### src/rtl/guard_pkg.sv
package guard_pkg;
    localparam int DATA_W = 32;
    localparam int ADDR_W = 12;
    localparam int NREG   = 8;

    localparam logic [ADDR_W-1:0] WMASK_OFS = 12'h800;
    localparam logic [ADDR_W-1:0] RMASK_OFS = 12'h804;

    typedef enum logic [1:0] {
        ACC_NONE,
        ACC_TARGET,
        ACC_WMASK,
        ACC_RMASK
    } acc_kind_t;

    typedef enum logic [1:0] {
        RS_IDLE,
        RS_TARGET,
        RS_PERM,
        RS_EMPTY
    } rd_state_t;
endpackage

### src/rtl/guard_decode.sv
module guard_decode
    import guard_pkg::*;
#(
    parameter int ADDR_W_P = ADDR_W,
    parameter int NREG_P   = NREG,
    localparam int IDX_W   = $clog2(NREG_P),
    localparam int SPAN    = NREG_P * 4
) (
    input  logic [ADDR_W_P-1:0] addr,
    output acc_kind_t           kind,
    output logic [IDX_W-1:0]    idx
);
    assign idx = addr[IDX_W+1:2];

    always_comb begin
        if (addr == WMASK_OFS)
            kind = ACC_WMASK;
        else if (addr == RMASK_OFS)
            kind = ACC_RMASK;
        else if ((addr[1:0] == 2'b00) && (int'(addr) < SPAN))
            kind = ACC_TARGET;
        else
            kind = ACC_NONE;
    end
endmodule

### src/rtl/guard_mask.sv
module guard_mask #(
    parameter int NREG_P = 8
) (
    input  logic              clk,
    input  logic              sys_rst_n,
    input  logic              clr_en,
    input  logic [NREG_P-1:0] keep,
    output logic [NREG_P-1:0] mask
);
    always_ff @(posedge clk or negedge sys_rst_n) begin
        if (!sys_rst_n)
            mask <= '1;
        else if (clr_en)
            mask <= mask & keep;
    end
endmodule

### src/rtl/guard_store.sv
module guard_store #(
    parameter int DATA_W_P = 32,
    parameter int NREG_P   = 8,
    localparam int IDX_W   = $clog2(NREG_P)
) (
    input  logic                       clk,
    input  logic                       sys_rst_n,
    input  logic                       dom_clr,
    input  logic                       wr_en,
    input  logic [IDX_W-1:0]           wr_idx,
    input  logic [DATA_W_P-1:0]        wr_data,
    input  logic [IDX_W-1:0]           rd_idx,
    output logic [DATA_W_P-1:0]        rd_data,
    output logic [NREG_P*DATA_W_P-1:0] flat
);
    for (genvar g = 0; g < NREG_P; g++) begin : g_reg
        logic [DATA_W_P-1:0] val;
        always_ff @(posedge clk or negedge sys_rst_n) begin
            if (!sys_rst_n)
                val <= '0;
            else if (dom_clr)
                val <= '0;
            else if (wr_en && (wr_idx == IDX_W'(g)))
                val <= wr_data;
        end
        assign flat[g*DATA_W_P +: DATA_W_P] = val;
    end

    assign rd_data = flat[rd_idx*DATA_W_P +: DATA_W_P];
endmodule

### src/rtl/regaccess_guard.sv
module regaccess_guard
    import guard_pkg::*;
#(
    parameter int DATA_W_P = DATA_W,
    parameter int ADDR_W_P = ADDR_W,
    parameter int NREG_P   = NREG,
    localparam int IDX_W   = $clog2(NREG_P)
) (
    input  logic                clk,
    input  logic                sys_rst_n,
    input  logic                sw_rst,
    input  logic                bkp_por,
    input  logic [ADDR_W_P-1:0] bus_addr,
    input  logic                bus_wr,
    input  logic                bus_rd,
    input  logic [DATA_W_P-1:0] bus_wdata,
    output logic [DATA_W_P-1:0] bus_rdata
);
    acc_kind_t                    kind;
    logic [IDX_W-1:0]             idx;
    logic [NREG_P-1:0]            wmask;
    logic [NREG_P-1:0]            rmask;
    logic [DATA_W_P-1:0]          tgt_rdata;
    logic [NREG_P*DATA_W_P-1:0]   store_flat;
    logic                         tgt_we;
    logic                         unused_hi;

    rd_state_t                    state_q, state_d;
    logic [DATA_W_P-1:0]          snap_q, snap_d;

    assign unused_hi = ^bus_wdata[DATA_W_P-1:NREG_P];

    guard_decode #(.ADDR_W_P(ADDR_W_P), .NREG_P(NREG_P)) u_dec (
        .addr (bus_addr),
        .kind (kind),
        .idx  (idx)
    );

    guard_mask #(.NREG_P(NREG_P)) u_wmask (
        .clk       (clk),
        .sys_rst_n (sys_rst_n),
        .clr_en    (bus_wr && (kind == ACC_WMASK)),
        .keep      (bus_wdata[NREG_P-1:0]),
        .mask      (wmask)
    );

    guard_mask #(.NREG_P(NREG_P)) u_rmask (
        .clk       (clk),
        .sys_rst_n (sys_rst_n),
        .clr_en    (bus_wr && (kind == ACC_RMASK)),
        .keep      (bus_wdata[NREG_P-1:0]),
        .mask      (rmask)
    );

    assign tgt_we = bus_wr && (kind == ACC_TARGET) && wmask[idx];

    guard_store #(.DATA_W_P(DATA_W_P), .NREG_P(NREG_P)) u_store (
        .clk       (clk),
        .sys_rst_n (sys_rst_n),
        .dom_clr   (sw_rst || bkp_por),
        .wr_en     (tgt_we),
        .wr_idx    (idx),
        .wr_data   (bus_wdata),
        .rd_idx    (idx),
        .rd_data   (tgt_rdata),
        .flat      (store_flat)
    );

    // Next-state selection: go_target, go_perm, go_empty, go_idle
    always_comb begin
        state_d = RS_IDLE;
        snap_d  = '0;
        if (bus_rd) begin
            unique case (kind)
                ACC_TARGET: begin
                    if (rmask[idx]) begin
                        state_d = RS_TARGET;
                        snap_d  = tgt_rdata;
                    end else begin
                        state_d = RS_EMPTY;
                    end
                end
                ACC_WMASK: begin
                    state_d = RS_PERM;
                    snap_d  = {{(DATA_W_P-NREG_P){1'b0}}, wmask};
                end
                ACC_RMASK: begin
                    state_d = RS_PERM;
                    snap_d  = {{(DATA_W_P-NREG_P){1'b0}}, rmask};
                end
                ACC_NONE: state_d = RS_EMPTY;
            endcase
        end
    end

    // State register
    always_ff @(posedge clk or negedge sys_rst_n) begin
        if (!sys_rst_n) begin
            state_q <= RS_IDLE;
            snap_q  <= '0;
        end else begin
            state_q <= state_d;
            snap_q  <= snap_d;
        end
    end

    // Outputs
    always_comb begin
        unique case (state_q)
            RS_TARGET, RS_PERM: bus_rdata = snap_q;
            RS_IDLE, RS_EMPTY:  bus_rdata = '0;
        endcase
    end
endmodule

### config.mk
export PLATFORM = sky130hd
export DESIGN_NAME = regaccess_guard
export DESIGN_NICKNAME = d
export VERILOG_FILES = /design/src/rtl/guard_pkg.sv /design/src/rtl/guard_decode.sv /design/src/rtl/guard_mask.sv /design/src/rtl/guard_store.sv /design/src/rtl/regaccess_guard.sv
export SDC_FILE = /design/constraint.sdc
export NUM_CORES = 1
export LEC_CHECK = 0
export BUFFER_PORTS_ARGS = -buffer_cell sky130_fd_sc_hd__buf_2
export CAP_MARGIN = 20
export CORE_MARGIN = 5
export CORE_UTILIZATION = 45
export CTS_CLUSTER_SIZE = 40
export DETAILED_ROUTE_END_ITERATION = 7
export HOLD_SLACK_MARGIN = 0.06
export SLEW_MARGIN = 20
export SYNTH_ARGS = -nofsm -noshare
export SYNTH_HDL_FRONTEND = slang
export SYNTH_SLANG_ARGS = --single-unit
### constraint.sdc
create_clock -name clk -period 2.6 [get_ports clk]
set_input_delay 0 -clock clk [delete_from_list [all_inputs] [get_ports clk]]
set_output_delay 0 -clock clk [all_outputs]
set_load 0.03 [all_outputs]
==> flow_summary.yaml <==
run_status:
  outcome: "finished clean"
cts:
  cts_root_buf: "clkbuf_16"
  cts_tree: "yes"
  clkSinkCount: 306
  cts_made_buffers: 35
  clk_latency_ns: 0.52
  h-tree-depth: 2
  clockBufferDepth: 3
  clk_pin_slew_ns: 0.06
yosys:
  synth_top_area_share_pct: 52.1
  ys_seq_elements: 306
  syn_area_per_cell_um2: 10.3
  syn_nets: 1400
  synthesis.area_um2: 13900
  syn_inst: 1350
  netlist-cell-type-count: 48
  ys_top_cells_by_area: "dfrtp_1 (52%), mux4_2 (8.4%), nand2_1 (7.6%)"
  synth_most_common_cell: "dfrtp_1"
  synth_top_cell_by_area: "dfrtp_1"
  synth_async_sr_flop_share_pct: 100
  ys_warn_count: 0
  synth_flop_cell: "dfrtp_1"
  synth_commonest_cells: "dfrtp_1 (290), nand2_1 (283), nand3_1 (132)"
  synth_edf_count: 0
  seq_area_frac_synth_pct: 55.1
place:
  dpl.cell_count: 1746
  place_congestion: 0.808
  port_buffers: 81
  dp_hpwl_mm: 21.3
detailed_routing:
  wl_per_cell_um: 20.5
  firstDrtPassIters: 5
  drc: 0
  via_count: 10600
  routed_wl_mm: 37.9
  avgViaCountPerCell: 5.73
  drtAntennaViolNets: 0
  drt_iter0_markers: 932
power:
  power.density_nw_per_um2: 606
  ir_drop_mv: 0.494
  power.leakage_nw: 6.76
global_route:
  grt_usage_pct: 22.2
  grt_pass1_wl_mm: 60.7
  grt_pass1_vias: 10600
  gr-total-overflow: 0
  grt_max_degree: 129
  antenna_found_initial: 1
timing:
  worst_pin_slew_ns: 0.765
  slew_violations: 0
  hold_viol_final: 0
  max_freq_mhz: 404
  rsz0062_at_grt: "no"
  clock_skew_ns: 0.0147
  setup_viol: 0
  min_period_ns: 2.48
  slew_headroom_pct: 49.0
  fin_tns_setup_ns: 0
  fin_crit_sh_pct: 95.3
setup_path:
  startpoint_type: "input port"
  cp_max_fo: 8
  critPathCaptureType: "register"
  worstPathRequired_ns: 3.00
  arrival_ns: 2.88
  crit_type: "input port to register"
job:
  drv_cap: 0
hold_path:
  hold_path.class: "input port to async pin"
die:
  die_x_um: 186
  chipHeight_um: 186
  coreArea_um2: 30600
  num_rows: 64
  design.die.area_um2: 34600
  initial_utilization_pct: 45.6
  pin_count: 82
cells_and_area:
  drive_gt1_share_pct: 18.0
  instances_no_fill: 1852
  fin_nets: 1483
  syn_to_final_growth_pct: 17.6
report_power, final:
group	total, mW	switching, mW	internal (mW)
sequential	4.77	0.00122	4.77
combinational	0.576	0.400	0.175
clock	4.59	1.93	2.66
metal layers:
| layer | share of wire, % | track usage [%] | vias up |
|---|---|---|---|
| met2 | 46 | 34.8 | 296 |
| met1 | 48 | 33.9 | 5380 |
| met3 | 5.4 | 2.76 | 41 |
| met5 | 0 | 0 | - |
| li1 | - | - | 4891 |
| met4 | 1.3 | 4.08 | 0 |
timing repair:
action                                 4_1_cts  5_1_grt
hold buffers                                46        0
resized for setup                            0        2
setup buffers                                0        0
endpoints found under the hold margin      588        0
setup endpoints to repair                    0        8
worst max-delay path, stage by stage:
cell and delay, ns:
dlygate4sd3_1 0.54, buf_2 0.13, or4_4 0.57, dlygate4sd3_1 0.62, nor3_2 0.25, nand3_2 0.23, a211o_1 0.31, a21oi_1 0.22
final timing paths:
kind	startpoint	end	slack (ns)	cells after the start
max reg2reg	u_wmask.mask[1]	u_store.g_reg[3].val[25]	0.63	6
min	sys_rst_n	u_store.g_reg[3].val[5]	0.08	3
max	bus_addr[5]	snap_q[5]	0.12	8
min in group clk	bus_addr[8]	snap_q[4]	0.15	4
min reg2reg	u_rmask.mask[6]	u_rmask.mask[6]	0.47	1
max in group asynchronous	sys_rst_n	u_store.g_reg[0].val[17]	2.02	3
cells by family after synthesis:
group           after synthesis  synth area share, %
flops                       306                 55.1
buf+inv                     114                 3.46
simple gates                517                 16.9
mux                         109                 12.6
compound gates              303                 11.9
xor+xnor                      1               0.0628
cell type report:
type                    count  area (µm²)
repair buffers            157        1300
fillers                  2782       14200
well taps                 396         495
clock buffers              51         997
flip-flops and latches    306        7680
multi-input cells         930        5840
diodes                      1        2.50
inverters                   3        11.3
clock inverters             8        57.6
sequential cells by signal (all words and copies together), names as in the netlist:
register	cells
u_store.g.val	256
snap_q	32
u_rmask.mask	8
u_wmask.mask	8
state_q	2
metrics by stage:
step	instance area (µm²)	hold slack [ns]	worst slack (ns)	power [mW]	utilization [%]
floorplan	13900	-0.296	0.727	5.07	-
global placement	14900	-0.105	0.267	5.38	48.5
detailed placement	14900	-0.105	0.263	5.37	48.5
CTS	16400	0.0907	0.00295	10.0	53.5
global route	16400	0.116	0.0271	10.3	53.6
finish	16400	0.0796	0.123	9.93	53.6
cells in the final DEF (no fill, tap or decap), types with 5 or more instances in the layout:
cell,n
buf_2,78
dfstp_2,16
dfrtp_1,290
a22oi_1,8
nor2_1,36
clkbuf_1,11
nand3_1,129
mux2_2,13
nand2_1,283
o21a_1,16
o21ai_0,116
buf_4,17
and2_1,32
dlygate4sd3_1,45
a21oi_1,128
o21ai_1,12
buf_12,16
clkinv_2,5
mux2i_1,44
clkbuf_16,36
mux4_2,52
No activity file was read; power rests on OpenSTA's default activity.
